$ cat src/rtl/ebus_pkg.sv
`timescale 1ns/1ps
package ebus_pkg;

   typedef enum logic [2:0] {
      OP_FETCH = 3'd0,
      OP_RD16  = 3'd1,
      OP_WR16  = 3'd2,
      OP_RD8   = 3'd3,
      OP_WR8   = 3'd4
   } ebus_op_e;

   function automatic logic op_is_data(ebus_op_e o);
      return o != OP_FETCH;
   endfunction

   function automatic logic op_is_write(ebus_op_e o);
      return (o == OP_WR16) || (o == OP_WR8);
   endfunction

   function automatic logic op_is_short(ebus_op_e o);
      return (o == OP_RD8) || (o == OP_WR8);
   endfunction

endpackage

$ cat src/rtl/ebus_slot_timer.sv
`timescale 1ns/1ps
module ebus_slot_timer #(
   parameter int SLOT_CLKS = 6,
   localparam int PW = $clog2(SLOT_CLKS)
) (
   input  logic          clk,
   input  logic          rst_n,
   output logic [PW-1:0] phase,
   output logic          slot_end
);

   localparam logic [PW-1:0] LAST = PW'(SLOT_CLKS - 1);

   assign slot_end = (phase == LAST);

   always_ff @(posedge clk or negedge rst_n) begin
      if (!rst_n)        phase <= '0;
      else if (slot_end) phase <= '0;
      else               phase <= phase + 1'b1;
   end

endmodule

$ cat src/rtl/ebus_xfer_ctrl.sv
`timescale 1ns/1ps
module ebus_xfer_ctrl
   import ebus_pkg::*;
#(
   parameter int ADDR_W    = 16,
   parameter int DATA_W    = 8,
   parameter int SLOT_CLKS = 6,
   localparam int PW = $clog2(SLOT_CLKS)
) (
   input  logic              clk,
   input  logic              rst_n,
   input  logic [PW-1:0]     phase,
   input  logic              slot_end,
   input  logic              ea_n,
   input  logic              req_valid,
   input  ebus_op_e          req_op,
   input  logic [ADDR_W-1:0] req_addr,
   input  logic [DATA_W-1:0] req_wdata,
   input  logic [DATA_W-1:0] lo_in,
   input  logic [DATA_W-1:0] rom_data,
   output logic              req_ready,
   output logic              act_q,
   output ebus_op_e          op_q,
   output logic [ADDR_W-1:0] addr_q,
   output logic [DATA_W-1:0] wdata_q,
   output logic              ext_q,
   output logic              second_q,
   output logic              rsp_valid,
   output logic [DATA_W-1:0] rsp_data
);

   localparam logic [PW-1:0] READ_CAP = PW'(SLOT_CLKS - 2);

   logic hold_slot;
   logic cap_fetch;
   logic cap_read;
   logic take;

   assign hold_slot = act_q && op_is_data(op_q) && !second_q;
   assign req_ready = slot_end && !hold_slot;
   assign take      = req_ready && req_valid;
   assign cap_fetch = act_q && (op_q == OP_FETCH) && slot_end;
   assign cap_read  = act_q && second_q && op_is_data(op_q) &&
                      !op_is_write(op_q) && (phase == READ_CAP);

   always_ff @(posedge clk or negedge rst_n) begin
      if (!rst_n) begin
         act_q    <= 1'b0;
         op_q     <= OP_FETCH;
         addr_q   <= '0;
         wdata_q  <= '0;
         ext_q    <= 1'b0;
         second_q <= 1'b0;
      end else if (slot_end) begin
         if (hold_slot) begin
            second_q <= 1'b1;
         end else if (take) begin
            act_q    <= 1'b1;
            op_q     <= req_op;
            addr_q   <= req_addr;
            wdata_q  <= req_wdata;
            ext_q    <= op_is_data(req_op) || !ea_n;
            second_q <= 1'b0;
         end else begin
            act_q    <= 1'b0;
            second_q <= 1'b0;
         end
      end
   end

   always_ff @(posedge clk or negedge rst_n) begin
      if (!rst_n) begin
         rsp_valid <= 1'b0;
         rsp_data  <= '0;
      end else begin
         rsp_valid <= cap_fetch || cap_read;
         if (cap_fetch)     rsp_data <= ext_q ? lo_in : rom_data;
         else if (cap_read) rsp_data <= lo_in;
      end
   end

endmodule

$ cat src/rtl/ebus_pin_mux.sv
`timescale 1ns/1ps
module ebus_pin_mux
   import ebus_pkg::*;
#(
   parameter int ADDR_W    = 16,
   parameter int DATA_W    = 8,
   parameter int SLOT_CLKS = 6,
   parameter int ALE_CLKS  = 2,
   localparam int PW   = $clog2(SLOT_CLKS),
   localparam int HI_W = ADDR_W - DATA_W
) (
   input  logic [PW-1:0]     phase,
   input  logic              act_q,
   input  ebus_op_e          op_q,
   input  logic [ADDR_W-1:0] addr_q,
   input  logic [DATA_W-1:0] wdata_q,
   input  logic              ext_q,
   input  logic              second_q,
   input  logic [HI_W-1:0]   hi_sfr,
   output logic              ale,
   output logic              psen_n,
   output logic              rd_n,
   output logic              wr_n,
   output logic [DATA_W-1:0] lo_out,
   output logic              lo_oe,
   output logic [HI_W-1:0]   hi_out
);

   localparam logic [PW-1:0] ALE_END   = PW'(ALE_CLKS);
   localparam logic [PW-1:0] STB_START = PW'(ALE_CLKS + 1);
   localparam logic [PW-1:0] STB_LAST  = PW'(SLOT_CLKS - 2);

   logic in_addr;
   logic is_data;
   logic is_wr;
   logic early_win;
   logic late_win;
   logic data_win;
   logic wdrive;

   assign is_data   = act_q && op_is_data(op_q);
   assign is_wr     = is_data && op_is_write(op_q);
   assign in_addr   = act_q && ext_q && !second_q && (phase < ALE_END);
   assign early_win = !second_q && (phase >= STB_START);
   assign late_win  = second_q && (phase <= STB_LAST);
   assign data_win  = early_win || late_win;
   assign wdrive    = is_wr && ((!second_q && (phase >= ALE_END)) || late_win);

   assign ale    = (phase < ALE_END) && !(is_data && second_q);
   assign psen_n = !(act_q && (op_q == OP_FETCH) && ext_q && early_win);
   assign rd_n   = !(is_data && !op_is_write(op_q) && data_win);
   assign wr_n   = !(is_wr && data_win);
   assign lo_oe  = in_addr || wdrive;
   assign lo_out = in_addr ? addr_q[DATA_W-1:0] : wdata_q;
   assign hi_out = (act_q && ext_q && !op_is_short(op_q)) ?
                   addr_q[ADDR_W-1:DATA_W] : hi_sfr;

endmodule

$ cat src/rtl/ebus_seq.sv
`timescale 1ns/1ps
module ebus_seq
   import ebus_pkg::*;
#(
   parameter int ADDR_W    = 16,
   parameter int DATA_W    = 8,
   parameter int SLOT_CLKS = 6,
   parameter int ALE_CLKS  = 2,
   localparam int HI_W = ADDR_W - DATA_W,
   localparam int PW   = $clog2(SLOT_CLKS)
) (
   input  logic              clk,
   input  logic              rst_n,
   input  logic              ea_n,
   input  logic              req_valid,
   input  logic [2:0]        req_op,
   input  logic [ADDR_W-1:0] req_addr,
   input  logic [DATA_W-1:0] req_wdata,
   output logic              req_ready,
   output logic              rsp_valid,
   output logic [DATA_W-1:0] rsp_data,
   input  logic [HI_W-1:0]   hi_sfr,
   output logic              ale,
   output logic              psen_n,
   output logic              rd_n,
   output logic              wr_n,
   output logic [DATA_W-1:0] lo_out,
   output logic              lo_oe,
   input  logic [DATA_W-1:0] lo_in,
   output logic [HI_W-1:0]   hi_out,
   output logic [ADDR_W-1:0] rom_addr,
   input  logic [DATA_W-1:0] rom_data
);

   if (ADDR_W <= DATA_W) begin : g_bad_width
      $error("ADDR_W must exceed DATA_W");
   end
   if (ALE_CLKS < 1) begin : g_bad_ale
      $error("ALE_CLKS must be at least 1");
   end
   if (SLOT_CLKS < ALE_CLKS + 3) begin : g_bad_slot
      $error("SLOT_CLKS too short for strobe window");
   end

   logic [PW-1:0]     phase;
   logic              slot_end;
   logic              act_q;
   ebus_op_e          op_q;
   logic [ADDR_W-1:0] addr_q;
   logic [DATA_W-1:0] wdata_q;
   logic              ext_q;
   logic              second_q;

   ebus_slot_timer #(.SLOT_CLKS(SLOT_CLKS)) u_timer (
      .clk      (clk),
      .rst_n    (rst_n),
      .phase    (phase),
      .slot_end (slot_end)
   );

   ebus_xfer_ctrl #(
      .ADDR_W(ADDR_W), .DATA_W(DATA_W), .SLOT_CLKS(SLOT_CLKS)
   ) u_ctrl (
      .clk       (clk),
      .rst_n     (rst_n),
      .phase     (phase),
      .slot_end  (slot_end),
      .ea_n      (ea_n),
      .req_valid (req_valid),
      .req_op    (ebus_op_e'(req_op)),
      .req_addr  (req_addr),
      .req_wdata (req_wdata),
      .lo_in     (lo_in),
      .rom_data  (rom_data),
      .req_ready (req_ready),
      .act_q     (act_q),
      .op_q      (op_q),
      .addr_q    (addr_q),
      .wdata_q   (wdata_q),
      .ext_q     (ext_q),
      .second_q  (second_q),
      .rsp_valid (rsp_valid),
      .rsp_data  (rsp_data)
   );

   ebus_pin_mux #(
      .ADDR_W(ADDR_W), .DATA_W(DATA_W),
      .SLOT_CLKS(SLOT_CLKS), .ALE_CLKS(ALE_CLKS)
   ) u_pins (
      .phase    (phase),
      .act_q    (act_q),
      .op_q     (op_q),
      .addr_q   (addr_q),
      .wdata_q  (wdata_q),
      .ext_q    (ext_q),
      .second_q (second_q),
      .hi_sfr   (hi_sfr),
      .ale      (ale),
      .psen_n   (psen_n),
      .rd_n     (rd_n),
      .wr_n     (wr_n),
      .lo_out   (lo_out),
      .lo_oe    (lo_oe),
      .hi_out   (hi_out)
   );

   assign rom_addr = addr_q;

endmodule

$ cat config.mk
export PLATFORM = sky130hd
export DESIGN_NAME = ebus_seq
export DESIGN_NICKNAME = d
export VERILOG_FILES = /design/src/rtl/ebus_pkg.sv /design/src/rtl/ebus_slot_timer.sv /design/src/rtl/ebus_xfer_ctrl.sv /design/src/rtl/ebus_pin_mux.sv /design/src/rtl/ebus_seq.sv
export SDC_FILE = /design/constraint.sdc
export NUM_CORES = 1
export LEC_CHECK = 0
export CORE_MARGIN = 5
export CORE_UTILIZATION = 43
export DETAILED_ROUTE_END_ITERATION = 8
export GPL_TIMING_DRIVEN = 0
export PLACE_DENSITY = 0.92
export SYNTH_ARGS = -nofsm -noshare
export SYNTH_HDL_FRONTEND = slang
export SYNTH_SLANG_ARGS = --single-unit
$ cat constraint.sdc
create_clock -name clk -period 4.99 [get_ports clk]
set_clock_uncertainty 0.2 [all_clocks]
set_input_delay 1.497 -clock clk [delete_from_list [all_inputs] [get_ports clk]]
set_output_delay 1.497 -clock clk [all_outputs]
set_load 0.005 [all_outputs]
==> results.json, run 1 <==
{
  "overflow": 0,
  "crit_type": "input port to primary output",
  "cpMostUsedCell": "clkdlybuf4s50_1",
  "critPathMaxStageDelay_ps": 470,
  "critPathMaxFanout": 1,
  "seqPwrFrac": 0.392,
  "wl_per_cell_microns": 15.8,
  "synth_top_family_by_area": "multiplexers",
  "finalCritPeriodShare": 0.865,
  "cts-hold-fix-buffers": 0,
  "hold_ws_ps": 308,
  "wirelength_microns": 5090,
  "io_buffers": 101,
  "synth-seq-cells": 42,
  "insertion_delay_ps": 290,
  "crit_path_start": "hi_sfr[7]",
  "power_density_nw_per_um2": 405,
  "period_minus_slack_ps": 4320,
  "tightest_slew_ps": 773,
  "hp-class": "register to register",
  "yosysWarnings": 0,
  "cp_top_family": "buffers and inverters",
  "p_comb_frac": 0.439,
  "setup_tns_ps": 0,
  "worst_ep_required_time_ps": 3290,
  "rsz0062_at_grt": "false",
  "cts.sinks": 42,
  "initial_core_util": 0.441,
  "internal_power_mw": 0.958,
  "htreeDepth": 2,
  "grt_max_degree": 24,
  "p_sw_mw": 0.361,
  "synth_area_per_cell_sq_um": 13.1,
  "status": "finished clean",
  "drt_iter0_drc": 85,
  "clkTransAtPathRegs_ps": 70,
  "crit_path_start_kind": "input port",
  "area_growth_pct": 57.6,
  "grt_pass1_wl_microns": 8300,
  "cts_root_buffer": "clkbuf_8",
  "tritoncts": "yes",
  "p_clk_frac": 0.169,
  "reg2regPathDepth": 5,
  "die_w_microns": 79.4,
  "die_h_microns": 79.4,
  "final_cells": 322,
  "synth_xor_xnor_area_share": 0,
  "vias_per_cell": 5.12,
  "dp.cells": 314,
  "die-area_sq_um": 6300,
  "vias": 1650,
  "synthSimpleGateAreaFrac": 0.0780,
  "clk_path_buf_depth": 2,
  "drv_cap": 0,
  "hold_depth": 1,
  "peakVddDrop_uv": 275,
  "num_rows": 25,
  "post_synth_num_cell_types": 33,
  "place_congestion": 0.842,
  "final_antenna_net_count": 0,
  "layout_common_cells": "clkdlybuf4s50_1 (100), mux2_2 (51), dfrtp_1 (42), mux2_4 (8), nor2_1 (7)",
  "cts-resized-gates": 0,
  "io_pins": 102,
  "r2r_end": "u_ctrl.rsp_data[3]",
  "critPathSlowestCell": "clkdlybuf4s50_1",
  "r2r_slack_ps": 2670,
  "synth_adder_area_share": 0.00605,
  "syn_inst": 158,
  "fillers": 348,
  "finalMaxSlewViolations": 0,
  "drc_errors": 0,
  "nets": 323,
  "synth.area.mux_share": 0.340,
  "place_ws_ps": 668,
  "hold_viol": 0,
  "yosysTopAreaCell": "dfrtp_1",
  "syn_nets": 214,
  "cts_buffers": 5,
  "fmax_ghz": 0.232,
  "path_cells": "clkdlybuf4s50_1, mux2_2, clkdlybuf4s50_1",
  "utilization": 0.695,
  "diodes": 0,
  "place_hpwl_microns": 3990,
  "ys_seq_area_frac": 0.508,
  "netlist_top_cells_area": "dfrtp_1 (51%), mux2_2 (28%), mux2_4 (5.8%)",
  "cp.depth": 3,
  "drtPass1Iterations": 6,
  "synth_top_area_share": 0.508,
  "drive_above_1_share": 0.272,
  "grt_pass1_vias": 1818,
  "synth_compound_area_frac": 0.0411,
  "post-cts-setup-buffers": 0,
  "endpoint_kind": "primary output",
  "swShare": 0.274,
  "r2r-start": "u_ctrl.op_q[1]",
  "track_usage": 0.168,
  "syn-cell-area_sq_um": 2070,
  "crit_end": "hi_out[7]",
  "leakagePower_nw": 1.38,
  "setup_slack_ps": 674,
  "slew_headroom": 0.481,
  "crit_buf_inv": 2,
  "core_area_sq_um": 4690,
  "antenna_found_initial": 0,
  "critical_path_arrival_ps": 2620,
  "finalSetupViolCount": 0,
  "layout_commonest_cell": "clkdlybuf4s50_1"
}
layout make-up:
cell class / instances / area, sq um / share of cell area
multi-input cells: 104 / 963 / 0.295
clock inverters: 1 / 5.00 / 0.00153
flip-flops and latches: 42 / 1050 / 0.322
well taps: 54 / 67.6 / 0.0207
repair buffers: 102 / 1030 / 0.317
inverters: 4 / 15.0 / 0.00460
plain buffers: 8 / 40.0 / 0.0123
clock buffers: 7 / 86.3 / 0.0265
per-layer routing:
layer / up-vias / share of wire / global-route usage
met2: 81 / 0.48 / 0.279
met5: - / 0 / 0
met3: 7 / 0.11 / 0.0643
met1: 781 / 0.39 / 0.197
met4: 0 / 0.012 / 0.0601
li1: 781 / - / -
worst min path at each step:
| stage | startpoint | end | slack (ps) |
|---|---|---|---|
| 6_report | u_ctrl.rsp_data[5] | u_ctrl.rsp_data[5] | 310 |
| 4_1_cts | u_ctrl.rsp_data[4] | u_ctrl.rsp_data[4] | 310 |
| 5_1_grt | u_ctrl.rsp_data[5] | u_ctrl.rsp_data[5] | 320 |
| 2_1_floorplan | u_ctrl.ext_q | u_ctrl.ext_q | 260 |
| 3_3_place_gp | u_ctrl.wdata_q[2] | u_ctrl.wdata_q[2] | 280 |
| 3_5_place_dp | u_ctrl.rsp_data[4] | u_ctrl.rsp_data[4] | 290 |
cells in the mapped netlist, drive strengths merged:
master,n
mux2,59
dfrtp,42
nor2,7
clkbuf,6
nand2,6
o21ai,5
inv,4
nor3,3
a211oi,2
a21o,2
buf,2
nor2b,2
or3,2
or4,2
a21oi,1
and2,1
and3b,1
ha,1
mux2i,1
nand2b,1
nand3b,1
nor4,1
nor4b,1
o211ai,1
o31a,1
o31ai,1
or2,1
or2b,1
flip-flops by register name, summed over array words and instances (netlist names):
| signal | flops |
|---|---|
| u_ctrl.wdata_q | 8 |
| u_ctrl.rsp_valid | 1 |
| u_ctrl.act_q | 1 |
| u_ctrl.rsp_data | 8 |
| u_ctrl.second_q | 1 |
| u_ctrl.op_q | 3 |
| u_ctrl.addr_q | 16 |
| u_ctrl.ext_q | 1 |
| u_timer.phase | 3 |
stage by stage:
stage | cell area (sq um) | total power [mW]
CTS | 3260 | 1.34
detailed placement | 3170 | 1.11
global placement | 3150 | 1.08
global route | 3260 | 1.40
finish | 3260 | 1.32
floorplan | 2070 | 0.742
kinds of logic (layout without fill, tap and decap cells):
| logic type | after synthesis | after routing |
|---|---|---|
| compound gates | 13 | 13 |
| fa+ha+maj | 1 | 1 |
| buf+inv | 12 | 122 |
| flops | 42 | 42 |
| mux | 60 | 60 |
| simple gates | 30 | 30 |
power groups by stage:
| stage | logic [mW] | clock network [mW] | registers (mW) |
|---|---|---|---|
| floorplan | 0.225 | 0 | 0.517 |
| global placement | 0.567 | 0 | 0.516 |
| detailed placement | 0.583 | 0 | 0.524 |
| CTS | 0.589 | 0.230 | 0.518 |
| global route | 0.625 | 0.243 | 0.534 |
| finish | 0.580 | 0.223 | 0.517 |
Power figures use the tool's default switching activity.
==> run 2, diff against run 1 <==
--- a/config.mk
+++ b/config.mk
@@ -6,10 +6,10 @@
 export NUM_CORES = 1
 export LEC_CHECK = 0
 export CORE_MARGIN = 5
-export CORE_UTILIZATION = 43
+export CORE_UTILIZATION = 40
 export DETAILED_ROUTE_END_ITERATION = 8
 export GPL_TIMING_DRIVEN = 0
-export PLACE_DENSITY = 0.92
+export PLACE_DENSITY = 0.87
 export SYNTH_ARGS = -nofsm -noshare
 export SYNTH_HDL_FRONTEND = slang
 export SYNTH_SLANG_ARGS = --single-unit
==> constraint.sdc (replaced) <==
create_clock -name clk -period 4.5 [get_ports clk]
set_clock_uncertainty 0.2 [all_clocks]
set_input_delay 1.35 -clock clk [delete_from_list [all_inputs] [get_ports clk]]
set_output_delay 1.35 -clock clk [all_outputs]
set_load 0.005 [all_outputs]
==> run 2 against run 1 <==
Net effect:
- largest power group unchanged
- register-to-register slack lost 510 ps
- first-iteration DRC count shrank 41%
- routed wire length shrank 0.73%
- clock power grew 8%
- total power grew 9.4%
==> results.json, run 2 (synthesized netlist as in run 1, its figures left out) <==
{
  "worst_ep_required_time_ps": 2950,
  "critical_path_arrival_ps": 2540,
  "cp_top_family": "buffers and inverters",
  "cts-resized-gates": 0,
  "hp-class": "register to register",
  "fillers": 417,
  "die-area_sq_um": 6710,
  "grt_max_degree": 41,
  "initial_core_util": 0.408,
  "wirelength_microns": 5060,
  "cts.sinks": 42,
  "finalInstanceArea_sq_um": 3270,
  "drc_errors": 0,
  "largest_reg_flops": 16,
  "drive_above_1_share": 0.272,
  "rsz0062_at_grt": "false",
  "post-cts-setup-buffers": 0,
  "insertion_delay_ps": 280,
  "critPathMaxStageDelay_ps": 460,
  "drt-met1-wl_microns": 1980,
  "grt_pass1_wl_microns": 7840,
  "htreeDepth": 2,
  "crit_type": "register to primary output",
  "critPathMaxFanout": 9,
  "dr_wl_met2_microns": 2530,
  "core_area_sq_um": 5070,
  "slew_headroom": 0.510,
  "vias_per_cell": 4.78,
  "nets": 323,
  "status": "finished clean",
  "routed.top_layer": "met4",
  "io_pins": 102,
  "tritoncts": "yes",
  "drt_iter0_drc": 50,
  "place_hpwl_microns": 4020,
  "final_antenna_net_count": 0,
  "path_cells": "clkbuf_1, nor3_1, nor2b_1, clkbuf_1, mux2_2, clkdlybuf4s50_1",
  "largest_register": "u_ctrl.addr_q",
  "clk_path_buf_depth": 2,
  "drv_cap": 0,
  "crit_path_start_kind": "register",
  "wl_per_cell_microns": 15.0,
  "finalSetupViolCount": 0,
  "setup_tns_ps": 0,
  "detailed_place.area_sq_um": 3180,
  "power_density_nw_per_um2": 441,
  "io_buffers": 101,
  "track_usage": 0.152,
  "vias": 1615,
  "endpoint_kind": "primary output",
  "die_w_microns": 81.9,
  "cpMostUsedCell": "clkbuf_1",
  "tightest_slew_ps": 732,
  "drtPass1Iterations": 4,
  "place_ws_ps": 451,
  "reg_top3": "u_ctrl.addr_q: 16 flops, u_ctrl.rsp_data: 8 flops, u_ctrl.wdata_q: 8 flops",
  "crit_buf_inv": 3,
  "cts-hold-fix-buffers": 0,
  "period_minus_slack_ps": 4090,
  "area_growth_pct": 58.2,
  "finalMaxSlewViolations": 0,
  "place_congestion": 0.789,
  "cts_root_buffer": "clkbuf_8",
  "cts_buffers": 5,
  "peakVddDrop_uv": 273,
  "leakagePower_nw": 1.38,
  "grt_pass1_vias": 1658,
  "antenna_found_initial": 0,
  "overflow": 0,
  "finalCritPeriodShare": 0.908,
  "hold_viol": 0,
  "setup_slack_ps": 414,
  "diodes": 0,
  "route.met3.wl_microns": 522,
  "critPathSlowestCell": "clkdlybuf4s50_1",
  "die_h_microns": 81.9,
  "fmax_ghz": 0.245,
  "clkTransAtPathRegs_ps": 70,
  "num_rows": 26,
  "layout_common_cells": "clkdlybuf4s50_1 (100), mux2_2 (51), dfrtp_1 (42), mux2_4 (8), nor2_1 (7)",
  "layout_commonest_cell": "clkdlybuf4s50_1"
}
run 2: cell counts in the layout (fill, tap and decap cells not counted):
No cell type changed its count.
run 2: worst paths after layout:
| check | start | end | slack, ps | cells past startpoint |
|---|---|---|---|---|
| setup / recovery | u_ctrl.second_q | lo_out[1] | 410 | 6 |
| hold / removal | u_ctrl.rsp_data[7] | u_ctrl.rsp_data[7] | 310 | 1 |
| setup reg to reg | u_ctrl.op_q[0] | u_ctrl.rsp_data[5] | 2160 | 5 |
| hold reg to reg | u_ctrl.rsp_data[7] | u_ctrl.rsp_data[7] | 310 | 1 |
| max in group asynchronous | rst_n | u_ctrl.addr_q[15] | 3020 | 2 |
| min in group asynchronous | rst_n | u_timer.phase[2] | 660 | 1 |
run 2: per-layer routing:
layer / vias to the layer above / GRT usage
met4: 0 / 0.0249
met5: - / 0
met2: 61 / 0.263
li1: 783 / -
met1: 766 / 0.179
met3: 5 / 0.0636
run 2: cell type report:
class                   count  area [sq um]  share of cell area
inverters                   4          15.0             0.00459
plain buffers               8          40.0              0.0122
clock inverters             1          5.00             0.00153
multi-input cells         104           963               0.294
well taps                  70          87.6              0.0267
clock buffers               7          86.3              0.0264
flip-flops and latches     42          1050               0.321
repair buffers            102          1030               0.313
run 2: stage by stage:
stage | cells | power (mW) | hold WS [ps] | utilization
3_3_place_gp | 329 | 1.20 | 284 | 0.624
6_report | 338 | 1.44 | 306 | 0.645
5_1_grt | 338 | 1.55 | 317 | 0.645
4_1_cts | 338 | 1.47 | 310 | 0.645
2_1_floorplan | 158 | 0.822 | 263 | -
3_5_place_dp | 330 | 1.22 | 292 | 0.627
run 2: power breakdown:
part	total, mW	leakage (nW)	switching, mW	internal [mW]
clock network	0.240	0.0482	0.116	0.124
registers	0.568	0.497	0.0733	0.495
logic	0.635	0.833	0.193	0.443
